$ cat src/rtl/bwr_pkg.sv
package bwr_pkg;

    typedef enum logic [3:0] {
        ST_IDLE,
        ST_SETUP,
        ST_WE_LOW,
        ST_WE_HIGH,
        ST_BUS_REL,
        ST_POLL_READ,
        ST_POLL_CHECK,
        ST_WAIT_BUSY,
        ST_DONE
    } bwr_state_e;

endpackage

$ cat src/rtl/bwr_cnt.sv
module bwr_cnt #(
    parameter int W = 4
) (
    input  logic         clk,
    input  logic         rst_n,
    input  logic         clr,
    input  logic         en,
    output logic [W-1:0] q
);

    always_ff @(posedge clk) begin
        if (!rst_n) begin
            q <= '0;
        end else if (clr) begin
            q <= '0;
        end else if (en) begin
            q <= q + 1'b1;
        end
    end

endmodule

$ cat src/rtl/bwr_cmp.sv
module bwr_cmp (
    input  logic [7:0] rd_byte,
    input  logic [7:0] wr_byte,
    output logic       msb_match,
    output logic       full_match
);

    assign msb_match  = (rd_byte[7] == wr_byte[7]);
    assign full_match = (rd_byte == wr_byte);

endmodule

$ cat src/rtl/bytewr_seq.sv
module bytewr_seq
    import bwr_pkg::*;
#(
    parameter int AW        = 13,
    parameter int SETUP_CLK = 1,
    parameter int WE_CLK    = 4,
    parameter int HOLD_CLK  = 1,
    parameter int ACC_CLK   = 3,
    parameter int TMO_CLK   = 4096
) (
    input  logic          clk,
    input  logic          rst_n,
    input  logic          req_valid,
    input  logic [AW-1:0] req_addr,
    input  logic [7:0]    req_data,
    input  logic          req_busy_mode,
    output logic          done,
    output logic          ok,
    output logic          timeout_err,
    output logic          mem_ce_n,
    output logic          mem_oe_n,
    output logic          mem_we_n,
    output logic [AW-1:0] mem_addr,
    output logic [7:0]    mem_dq_out,
    output logic          mem_dq_oe,
    input  logic [7:0]    mem_dq_in,
    input  logic          mem_rdy
);

    localparam int PH_MAX = (SETUP_CLK > WE_CLK ? SETUP_CLK : WE_CLK) >
                            (HOLD_CLK > ACC_CLK ? HOLD_CLK : ACC_CLK) ?
                            (SETUP_CLK > WE_CLK ? SETUP_CLK : WE_CLK) :
                            (HOLD_CLK > ACC_CLK ? HOLD_CLK : ACC_CLK);
    localparam int PH_W  = $clog2(PH_MAX + 1);
    localparam int TMO_W = $clog2(TMO_CLK + 1);

    bwr_state_e     state_q, state_n;
    logic [AW-1:0]  addr_q;
    logic [7:0]     data_q;
    logic           mode_q;
    logic           seen_low_q;
    logic           ok_q, err_q;

    logic [PH_W-1:0]  ph_cnt;
    logic [TMO_W-1:0] tmo_cnt;
    int               ph_len;
    logic             ph_last;
    logic             in_wait;
    logic             tmo_hit;
    logic             msb_match, full_match;
    logic             busy_cycle_done;
    logic             finish_good, finish_ok;

    // phase length timer, restarted on every state change
    bwr_cnt #(.W(PH_W)) u_ph_cnt (
        .clk   (clk),
        .rst_n (rst_n),
        .clr   (state_n != state_q),
        .en    (1'b1),
        .q     (ph_cnt)
    );

    // completion timeout, runs only in the completion phase
    bwr_cnt #(.W(TMO_W)) u_tmo_cnt (
        .clk   (clk),
        .rst_n (rst_n),
        .clr   (!in_wait),
        .en    (in_wait),
        .q     (tmo_cnt)
    );

    bwr_cmp u_cmp (
        .rd_byte    (mem_dq_in),
        .wr_byte    (data_q),
        .msb_match  (msb_match),
        .full_match (full_match)
    );

    always_comb begin
        unique case (state_q)
            ST_SETUP:     ph_len = SETUP_CLK;
            ST_WE_LOW:    ph_len = WE_CLK;
            ST_WE_HIGH:   ph_len = HOLD_CLK;
            ST_POLL_READ: ph_len = ACC_CLK;
            default:      ph_len = 1;
        endcase
    end

    assign ph_last = (int'(ph_cnt) == ph_len - 1);
    assign in_wait = (state_q == ST_BUS_REL) || (state_q == ST_POLL_READ) ||
                     (state_q == ST_POLL_CHECK) || (state_q == ST_WAIT_BUSY);
    assign tmo_hit = in_wait && (int'(tmo_cnt) == TMO_CLK - 1);
    assign busy_cycle_done = (state_q == ST_WAIT_BUSY) && seen_low_q && mem_rdy;
    assign finish_good = busy_cycle_done || ((state_q == ST_POLL_CHECK) && msb_match);
    assign finish_ok   = busy_cycle_done || full_match;

    // next-state logic
    always_comb begin
        state_n = state_q;
        unique case (state_q)
            ST_IDLE:       if (req_valid) state_n = ST_SETUP;
            ST_SETUP:      if (ph_last) state_n = ST_WE_LOW;
            ST_WE_LOW:     if (ph_last) state_n = ST_WE_HIGH;
            ST_WE_HIGH:    if (ph_last) state_n = mode_q ? ST_WAIT_BUSY : ST_BUS_REL;
            ST_BUS_REL:    state_n = tmo_hit ? ST_DONE : ST_POLL_READ;
            ST_POLL_READ:  if (tmo_hit) state_n = ST_DONE;
                           else if (ph_last) state_n = ST_POLL_CHECK;
            ST_POLL_CHECK: state_n = (msb_match || tmo_hit) ? ST_DONE : ST_BUS_REL;
            ST_WAIT_BUSY:  if (busy_cycle_done || tmo_hit) state_n = ST_DONE;
            ST_DONE:       state_n = ST_IDLE;
            default:       state_n = ST_IDLE;
        endcase
    end

    // state and request registers
    always_ff @(posedge clk) begin
        if (!rst_n) begin
            state_q    <= ST_IDLE;
            addr_q     <= '0;
            data_q     <= '0;
            mode_q     <= 1'b0;
            seen_low_q <= 1'b0;
            ok_q       <= 1'b0;
            err_q      <= 1'b0;
        end else begin
            state_q <= state_n;
            if (state_q == ST_IDLE && req_valid) begin
                addr_q     <= req_addr;
                data_q     <= req_data;
                mode_q     <= req_busy_mode;
                seen_low_q <= 1'b0;
                ok_q       <= 1'b0;
                err_q      <= 1'b0;
            end
            if (state_q == ST_WAIT_BUSY && !mem_rdy) begin
                seen_low_q <= 1'b1;
            end
            if (state_n == ST_DONE && state_q != ST_DONE) begin
                ok_q  <= finish_good && finish_ok;
                err_q <= !finish_good;
            end
        end
    end

    // memory strobes and data bus enable
    always_comb begin
        mem_ce_n  = 1'b1;
        mem_oe_n  = 1'b1;
        mem_we_n  = 1'b1;
        mem_dq_oe = 1'b0;
        unique case (state_q)
            ST_SETUP, ST_WE_HIGH: begin
                mem_ce_n  = 1'b0;
                mem_dq_oe = 1'b1;
            end
            ST_WE_LOW: begin
                mem_ce_n  = 1'b0;
                mem_we_n  = 1'b0;
                mem_dq_oe = 1'b1;
            end
            ST_POLL_READ, ST_POLL_CHECK: begin
                mem_ce_n = 1'b0;
                mem_oe_n = 1'b0;
            end
            default: begin
                mem_ce_n = 1'b1;
            end
        endcase
    end

    assign mem_addr    = addr_q;
    assign mem_dq_out  = data_q;
    assign done        = (state_q == ST_DONE);
    assign ok          = ok_q;
    assign timeout_err = err_q;

endmodule

$ cat config.mk
export PLATFORM = sky130hd
export DESIGN_NAME = bytewr_seq
export DESIGN_NICKNAME = d
export VERILOG_FILES = /design/src/rtl/bwr_pkg.sv /design/src/rtl/bwr_cnt.sv /design/src/rtl/bwr_cmp.sv /design/src/rtl/bytewr_seq.sv
export SDC_FILE = /design/constraint.sdc
export NUM_CORES = 1
export LEC_CHECK = 0
export ABC_AREA = 1
export BUFFER_PORTS_ARGS = -buffer_cell sky130_fd_sc_hd__buf_2
export CORE_MARGIN = 10
export CORE_UTILIZATION = 30
export DETAILED_ROUTE_END_ITERATION = 6
export GPL_TIMING_DRIVEN = 0
export MAX_ROUTING_LAYER = met4
export SETUP_SLACK_MARGIN = 0.2
export SLEW_MARGIN = 20
export SYNTH_ARGS = -nofsm -noshare
export SYNTH_HDL_FRONTEND = slang
export SYNTH_HIERARCHICAL = 1
export SYNTH_SLANG_ARGS = --single-unit
$ cat constraint.sdc
create_clock -name clk -period 2.3 [get_ports clk]
set_input_delay 0.69 -clock clk [delete_from_list [all_inputs] [get_ports clk]]
set_output_delay 0.69 -clock clk [all_outputs]
set_load 0.02 [all_outputs]
==> reports/summary.txt, run 1 <==
outcome = finished, final reports clean
nets = 486
Synth top cells by count = nand2_1, inv_1, dfxtp_1
Post-Route WL = 5990 microns
Primary FF master, synth = dfxtp_1
Synth Register Bits = 45
Clock transition at path regs = 0.08 ns
PortBufs = 61
Mapped Avg Cell Area = 6.45 sq um
initial antenna violation count = 0
Final setup viols = 0
total grt overflow = 0
post-detail-place hpwl = 4850 microns
Setup Total Neg Slack = 0 ns
ys async rst share = 0%
CTS tree = built
R2R Path End = u_ph_cnt/q[2]
Min-Delay Path Class = flop to flop
worst reg2reg startpoint = state_q[3]
CTS Buf Count = 5
WHS Endpoint = mem_addr[2]
Final Critical Period = 2.02 ns
share of layout cells above drive strength 1 = 24.2%
starting density of the core = 31.0%
vias in the first global route = 2321
H-tree depth = 2
largest net degree at the start of global routing = 14
clk_lat worst skew = 0.30 ns
maximum vdd drop = 0.000491 V
Mapped Area = 2420 sq um
RSZ-0062 raised after global routing = yes
Pins Over Slew Limit = 0
CP required = 1.61 ns
fin crit share = 87.8%
top-count cell post-synth = nand2_1
root buffer cell = clkbuf_8
Leak = 0.00147 uW
DRC = 0
global-route wire length before repair = 10200 microns
post-synth top area cell = dfxtp_1
area share of the largest cell type after synthesis = 37.2%
post-route antenna net violation count = 0
die area = 12100 sq um
row cnt = 32
ANT cells = 0
clk sinks = 45
Hold Path Origin = mem_addr[2]
routed len/inst = 10.9 microns
slowest CP cell = dfxtp_4
WP buf/inv = 2
leading post-synthesis cells by cell area = dfxtp_1, nand2_1, inv_1
FMAX = 495 MHz
first-pass detailed-route iteration total = 4
Crit Path Class = flop to output port
Die W = 110 microns
Core ar. = 7810 sq um
pre-CTS setup slack = 0.125 ns
Worst setup EP type = output port
Synth Instances = 376
Clock Skew = 0.00678 ns
fillers = 857
drt via density = 4.35
max-cap violations = 0
clock tree buffer depth = 2
Synth cell types = 27
gpl congestion = 0.889
via count = 2401
synth warn = 6
fin worst setup slack = 0.281 ns
IO Pins = 62
CP Data Arrival Time = 1.33 ns
drt initial violations = 94
Post-synth EDFFs = 0
Die Ht = 110 microns
Worst Setup Start Kind = flop
area grow syn2layout = 24.1%
Final Hold Fails = 0
pwr/cell area = 857 nW/um^2
worst path cell trace = nor2_1 > inv_1 > nor3_1 > buf_2
Reg2Reg Depth = 12
cell family with most CP delay = flip-flops
hold depth = 2
gr usage total = 10.7%
sequential area share after synthesis = 37.2%
Crit Path Max Fanout = 6
number of hold buffers added after CTS = 0
Crit path largest cell delay = 0.38 ns
setup slack, reg-to-reg = 0.42 ns
[power by group]
part	internal (uW)	switching [uW]	total [uW]
registers	913	102	1020
logic	363	697	1060
clock network	238	266	504
[cells in the final DEF, fill, tap and decap left out, types with 8 or more instances in the layout]
cell type  count
buf_2         62
nand2_1       76
inv_1         74
nor2_4         9
nor2_1        44
nand3_1       18
nand2_2        9
dfxtp_1       35
a21oi_1       37
dfxtp_2        8
o21ai_0       27
[worst min-delay path, stage by stage, from the launching register on]
cell and delay [ns]:
dfxtp_1 0.32, inv_1 0.04, a21oi_1 0.05
[kinds of logic after synthesis]
kind of cell               synth area share, %
buffers and inverters                     13.4
AOI/OAI and AO/OA                         14.8
and+or+nand+nor                           32.7
other                                    0.155
adders and majority gates                 1.03
xor gates and xnor gates                 0.723
DFF                                       37.2
[layer usage]
layer | global-route usage [%] | routed length [microns] | vias to the layer above
met2 | 16.3 | 2600 | 62
li1 | - | - | 1304
met5 | - | 0 | -
met3 | 3.86 | 417 | 5
met4 | 3.35 | 72 | 0
met1 | 12.8 | 2900 | 1030
[what timing repair did]
action,CTS,global route
resized for setup,5,12
gates cloned,0,0
endpoints found under the setup margin,4,5
pin swaps,1,0
buffers inserted,1,0
hold endpoints to repair,0,0
[worst max-delay path by stage]
| stage | to | start | slack (ns) | depth (start not counted) |
|---|---|---|---|---|
| 6_report | done | state_q[0] | 0.28 | 4 |
| 5_1_grt | u_ph_cnt/q[2] | u_tmo_cnt/q[6] | 0.19 | 14 |
| 4_1_cts | mem_ce_n | state_q[3] | 0.23 | 5 |
| 3_5_place_dp | u_ph_cnt/q[2] | mem_dq_in[7] | 0.12 | 14 |
| 3_3_place_gp | u_ph_cnt/q[0] | mem_dq_in[7] | 0.17 | 14 |
| 2_1_floorplan | mem_ce_n | state_q[2] | 0.42 | 4 |
[final cells by class]
class	instances	area, sq um	share of cell area, %
plain buffers	7	28.8	0.957
clock buffers	6	82.6	2.75
clock inverters	1	7.51	0.250
inverters	79	297	9.86
multi-input cells	250	1230	40.9
flip-flops and latches	45	918	30.5
well taps	102	128	4.24
repair buffers	62	315	10.5
[flip-flops by register name, indices dropped and copies added, names as in the netlist]
| register | flops |
|---|---|
| seen_low_q | 1 |
| ok | 1 |
| u_ph_cnt/q | 3 |
| state_q | 4 |
| timeout_err | 1 |
| u_tmo_cnt/q | 13 |
| mode_q | 1 |
| mem_dq_out | 8 |
| mem_addr | 13 |
[per-stage QoR]
step	area [sq um]	std cells	hold WS, ns	utilization (%)	power [uW]
floorplan	2440	381	0.429	-	1770
global placement	2880	544	0.429	36.8	2070
detailed placement	2880	544	0.434	36.8	2080
CTS	2990	552	0.447	38.3	2600
global route	3010	552	0.476	38.5	2790
finish	3010	552	0.445	38.5	2580
(Power assumes the default switching activity.)
==> run 2, diff against run 1 <==
- CELL_PAD_IN_SITES_DETAIL_PLACEMENT: not set -> 1
- CELL_PAD_IN_SITES_GLOBAL_PLACEMENT: not set -> 1
- PLACE_DENSITY_LB_ADDON: not set -> 0.1
==> reports/summary.txt, run 2 (synthesized netlist as in run 1, its figures left out) <==
outcome = finished, final reports clean
H-tree depth = 2
Clock Power Share = 18.5%
Crit Path Class = flop to output port
Final Hold Fails = 0
via count = 2466
clk sinks = 45
clk_lat worst skew = 0.29 ns
routed len/inst = 12.6 microns
DRC = 0
Final Critical Period = 2.00 ns
clock tree buffer depth = 2
maximum vdd drop = 0.000376 V
Final setup viols = 0
Clock Skew = 0.00492 ns
met1 Track Usage GR = 14.9%
most used cell, CP = inv_2
Post-Route WL = 6970 microns
GRT met2 Usage = 19.6%
pwr/cell area = 860 nW/um^2
nets = 486
Worst Setup Start Kind = flop
Switching Share = 42.3%
Clock transition at path regs = 0.09 ns
IO Pins = 62
Pins Over Slew Limit = 0
die area = 12100 sq um
total grt overflow = 0
Worst setup EP type = output port
CTS tree = built
post-detail-place hpwl = 5640 microns
drt initial violations = 57
share of layout cells above drive strength 1 = 25.5%
Logic pwr share = 42.2%
area grow syn2layout = 25.1%
CTS Buf Count = 5
Seq pwr share = 39.3%
max-cap violations = 0
P_int = 1500 uW
gr usage total = 12.4%
Leak = 0.00147 uW
PortBufs = 61
row cnt = 32
drt via density = 4.45
worst reg2reg startpoint = state_q[3]
Crit path largest cell delay = 0.38 ns
Crit Path Max Fanout = 6
slowest CP cell = dfxtp_4
GR Layer Usage met3 = 4.51%
Placed Instances = 544
fin crit share = 86.9%
RSZ-0062 raised after global routing = yes
Die W = 110 microns
starting density of the core = 31.0%
Core ar. = 7810 sq um
CP required = 1.61 ns
grt peak-use layer = met2
worst path cell trace = inv_2 > nor2_4 > nand2_1 > inv_2 > nor3_1 > buf_4
gpl congestion = 0.745
Die Ht = 110 microns
most frequent cells in the layout = inv_1, nand2_1, buf_2
FMAX = 500 MHz
post-route antenna net violation count = 0
vias in the first global route = 2682
Min-Delay Path Class = flop to flop
CP Launch Point = state_q[1]
Hold Path Origin = mem_addr[0]
CP Data Arrival Time = 1.31 ns
largest net degree at the start of global routing = 14
sw power = 1100 uW
global-route wire length before repair = 12000 microns
Setup Total Neg Slack = 0 ns
root buffer cell = clkbuf_8
first-pass detailed-route iteration total = 4
Layout Cells excl Fill = 554
initial antenna violation count = 1
-- run 2: changes by cell type in the layout (fill, tap and decap cells not counted), moves of 2 or more --
cell and change:
dfxtp_2 -3, dfxtp_4 +2, nor2_2 +4, clkinv_2 +2, nand2_1 -2, nor2_1 -4
-- run 2: repair_timing --
item,in CTS,in global routing
setup endpoints to repair,4,6
pin swaps,1,1
setup buffers,1,0
resized for setup,6,21
hold buffers,0,0
-- run 2: area by class of cell --
type	instances	area [sq um]
Clock buffer	6	72.6
Inverter	79	297
Sequential cell	45	922
Timing Repair Buffer	62	315
Multi-Input combinational cell	250	1260
Tap cell	102	128
Fill cell	1067	4780
Antenna cell	1	2.50
Buffer	7	28.8
Clock inverter	2	10.0
-- run 2: routing by layer --
metal / up-vias / wire length [microns]
met5: - / 0
met4: 0 / 40
met3: 5 / 489
met2: 46 / 3160
met1: 1112 / 3280
li1: 1303 / -
-- run 2: power groups by stage --
stage                     Clock [uW]  Combinational (uW)  Sequential, uW
after detailed placement           0                1090            1030
after global placement             0                1070            1020
after CTS                        511                1100            1020
final                            482                1100            1020
after global routing             534                1260            1050
after floorplan                    0                 642            1130
-- run 2: final timing paths --
path                            cells after the start            end  slack [ns]
worst max register to register                     13  u_ph_cnt/q[0]        0.44
worst min-delay path                                2    mem_addr[0]        0.45
worst min register to register                      2    mem_addr[0]        0.45
worst max-delay path                                6       mem_ce_n        0.30
-- run 2: critical path: cells and delay by family, from the launching register on --
kind	cells	cell delay, ns
simple gates	3	0.33
buf+inv	3	0.31
flops	1	0.38
-- run 2: through the flow --
stage | worst slack (ns) | power [uW] | hold WS (ns) | utilization (%) | area [sq um]
floorplan | 0.419 | 1770 | 0.429 | - | 2440
global placement | 0.121 | 2090 | 0.430 | 36.8 | 2880
detailed placement | 0.0749 | 2120 | 0.438 | 36.8 | 2880
CTS | 0.214 | 2630 | 0.453 | 38.2 | 2980
global route | 0.191 | 2840 | 0.471 | 38.8 | 3030
finish | 0.301 | 2610 | 0.446 | 38.8 | 3030
==> run 3, diff against run 2 <==
- ABC_AREA: 1 -> not set
- CORE_ASPECT_RATIO: not set -> 0.75
==> reports/summary.txt, run 3 <==
outcome = finished, final reports clean
routed len/inst = 15.8 microns
post-synth top area cell = dfxtp_1
slowest CP cell = dfxtp_4
Worst Max-Slew Pin Slew = 0.507 ns
Min-Delay Path Class = flop to flop
fin worst setup slack = 0.195 ns
Die W = 119 microns
Synth cell types = 50
ANT cells = 0
Mapped Area = 2210 sq um
Worst setup EP type = output port
total grt overflow = 0
starting density of the core = 30.5%
most frequent cells in the layout = nand2_1, buf_2, dfxtp_1
die area = 11200 sq um
Post-synth EDFFs = 0
IO Pins = 62
via count = 2257
area grow syn2layout = 42.4%
Die Ht = 94.4 microns
nets = 406
Final Critical Period = 2.10 ns
Synth top cells by count = nand2_1, dfxtp_1, a21oi_1
Rel. slew slack = 65.8%
area of the multi-input gates = 1320 sq um
maximum vdd drop = 0.000420 V
CP Launch Point = state_q[1]
P_int = 1930 uW
PortBufs = 61
Util after Layout = 43.4%
leading post-synthesis cells by cell area = dfxtp_1, nand2_1, a21oi_1
Leak = 0.00127 uW
max-cap violations = 0
Register Area = 913 sq um
synth warn = 6
clock tree buffer depth = 2
initial antenna violation count = 0
CP Data Arrival Time = 1.41 ns
sw power = 1180 uW
root buffer cell = clkbuf_8
Clock transition at path regs = 0.09 ns
Mapped Avg Cell Area = 8.11 sq um
Worst Setup Start Kind = flop
RSZ-0062 raised after global routing = yes
vias in the first global route = 2228
FMAX = 475 MHz
global-route wire length before repair = 11300 microns
drt initial violations = 78
Crit path largest cell delay = 0.38 ns
worst reg2reg startpoint = state_q[2]
top-count cell post-synth = nand2_1
CP required = 1.61 ns
fin crit share = 91.5%
gr usage total = 12.7%
largest net degree at the start of global routing = 14
Crit Path Class = flop to output port
Pins Over Slew Limit = 0
fillers = 897
CTS Buf Count = 5
Post-Route WL = 7440 microns
Primary FF master, synth = dfxtp_1
Crit Path Max Fanout = 5
Final Hold Fails = 0
pre-CTS setup slack = -0.116 ns
ys async rst share = 0%
drt via density = 4.78
row cnt = 27
clk sinks = 45
Clock Skew = 0.00809 ns
post-detail-place hpwl = 5130 microns
gpl congestion = 0.843
sequential area share after synthesis = 40.7%
Clock Power Share = 20.9%
area share of the largest cell type after synthesis = 40.7%
Logic pwr share = 47.5%
Hold Path Origin = mem_addr[12]
Synth Register Bits = 45
Seq pwr share = 31.5%
share of layout cells above drive strength 1 = 34.2%
Switching Share = 37.9%
DRC = 0
clk_lat worst skew = 0.31 ns
Final setup viols = 0
Synth Instances = 273
CTS tree = built
first-pass detailed-route iteration total = 4
Core ar. = 7260 sq um
commonest non-fill, non-tap cell in the layout = nand2_1
pwr/cell area = 986 nW/um^2
post-route antenna net violation count = 0
H-tree depth = 2
worst path cell trace = buf_8 > or2_4 > nor3b_2 > buf_4
[run 3: final timing paths]
kind	end	slack, ns	cells after the start
setup / recovery	done	0.20	4
hold reg to reg	mem_addr[12]	0.45	2
hold / removal	mem_addr[12]	0.45	2
setup reg to reg	u_ph_cnt/q[2]	0.23	9
[run 3: cell families (layout without fill, tap and decap cells)]
kind of cell,count (synthesis),in the layout,share of synthesized area (%)
other,1,4,0.169
DFF,45,45,40.7
muxes,6,6,2.71
buffers and inverters,20,115,4.07
adders and majority gates,2,2,1.13
AOI/OAI and AO/OA,58,58,17.0
and+or+nand+nor,128,128,29.1
xor gates and xnor gates,13,13,5.14
[run 3: per-layer routing]
layer	GRT usage [%]	share of wire (%)
met2	19.1	47
met4	2.43	0.65
met5	-	0
met1	16.6	49
met3	3.69	3.5
[run 3: area by class of cell]
| class | instances | share of cell area, % |
|---|---|---|
| inverters | 7 | 0.953 |
| clock inverters | 1 | 0.953 |
| flip-flops and latches | 45 | 29.0 |
| clock buffers | 7 | 2.74 |
| plain buffers | 13 | 3.02 |
| repair buffers | 87 | 17.6 |
| multi-input cells | 211 | 41.8 |
| well taps | 101 | 4.01 |
[run 3: worst max-delay path: cells and delay by family (launching register included)]
family	cells	cell delay, ns
simple gates	2	0.42
flops	1	0.38
buf+inv	2	0.30
[run 3: through the flow]
| step | total power (uW) | hold WS, ns | setup TNS (ns) | std cells | area, sq um |
|---|---|---|---|---|---|
| 3_5_place_dp | 2030 | 0.445 | -0.250 | 438 | 2660 |
| 2_1_floorplan | 1690 | 0.436 | 0 | 276 | 2230 |
| 5_1_grt | 3310 | 0.475 | 0 | 472 | 3150 |
| 6_report | 3110 | 0.452 | 0 | 472 | 3150 |
| 4_1_cts | 2880 | 0.457 | 0 | 455 | 2920 |
| 3_3_place_gp | 2020 | 0.439 | -0.266 | 438 | 2660 |
[run 3: repair_timing]
action,4_1_cts,5_1_grt
pin swaps,2,9
buffers inserted,9,17
setup endpoints to repair,9,29
resized for setup,23,16
hold buffers,0,0
[run 3: power groups by stage]
stage          registers [uW]  clock network (uW)  logic [uW]
2_1_floorplan            1040                   0         651
3_3_place_gp              979                   0        1040
3_5_place_dp              980                   0        1050
4_1_cts                   969                 669        1240
5_1_grt                   996                 709        1610
6_report                  980                 650        1480
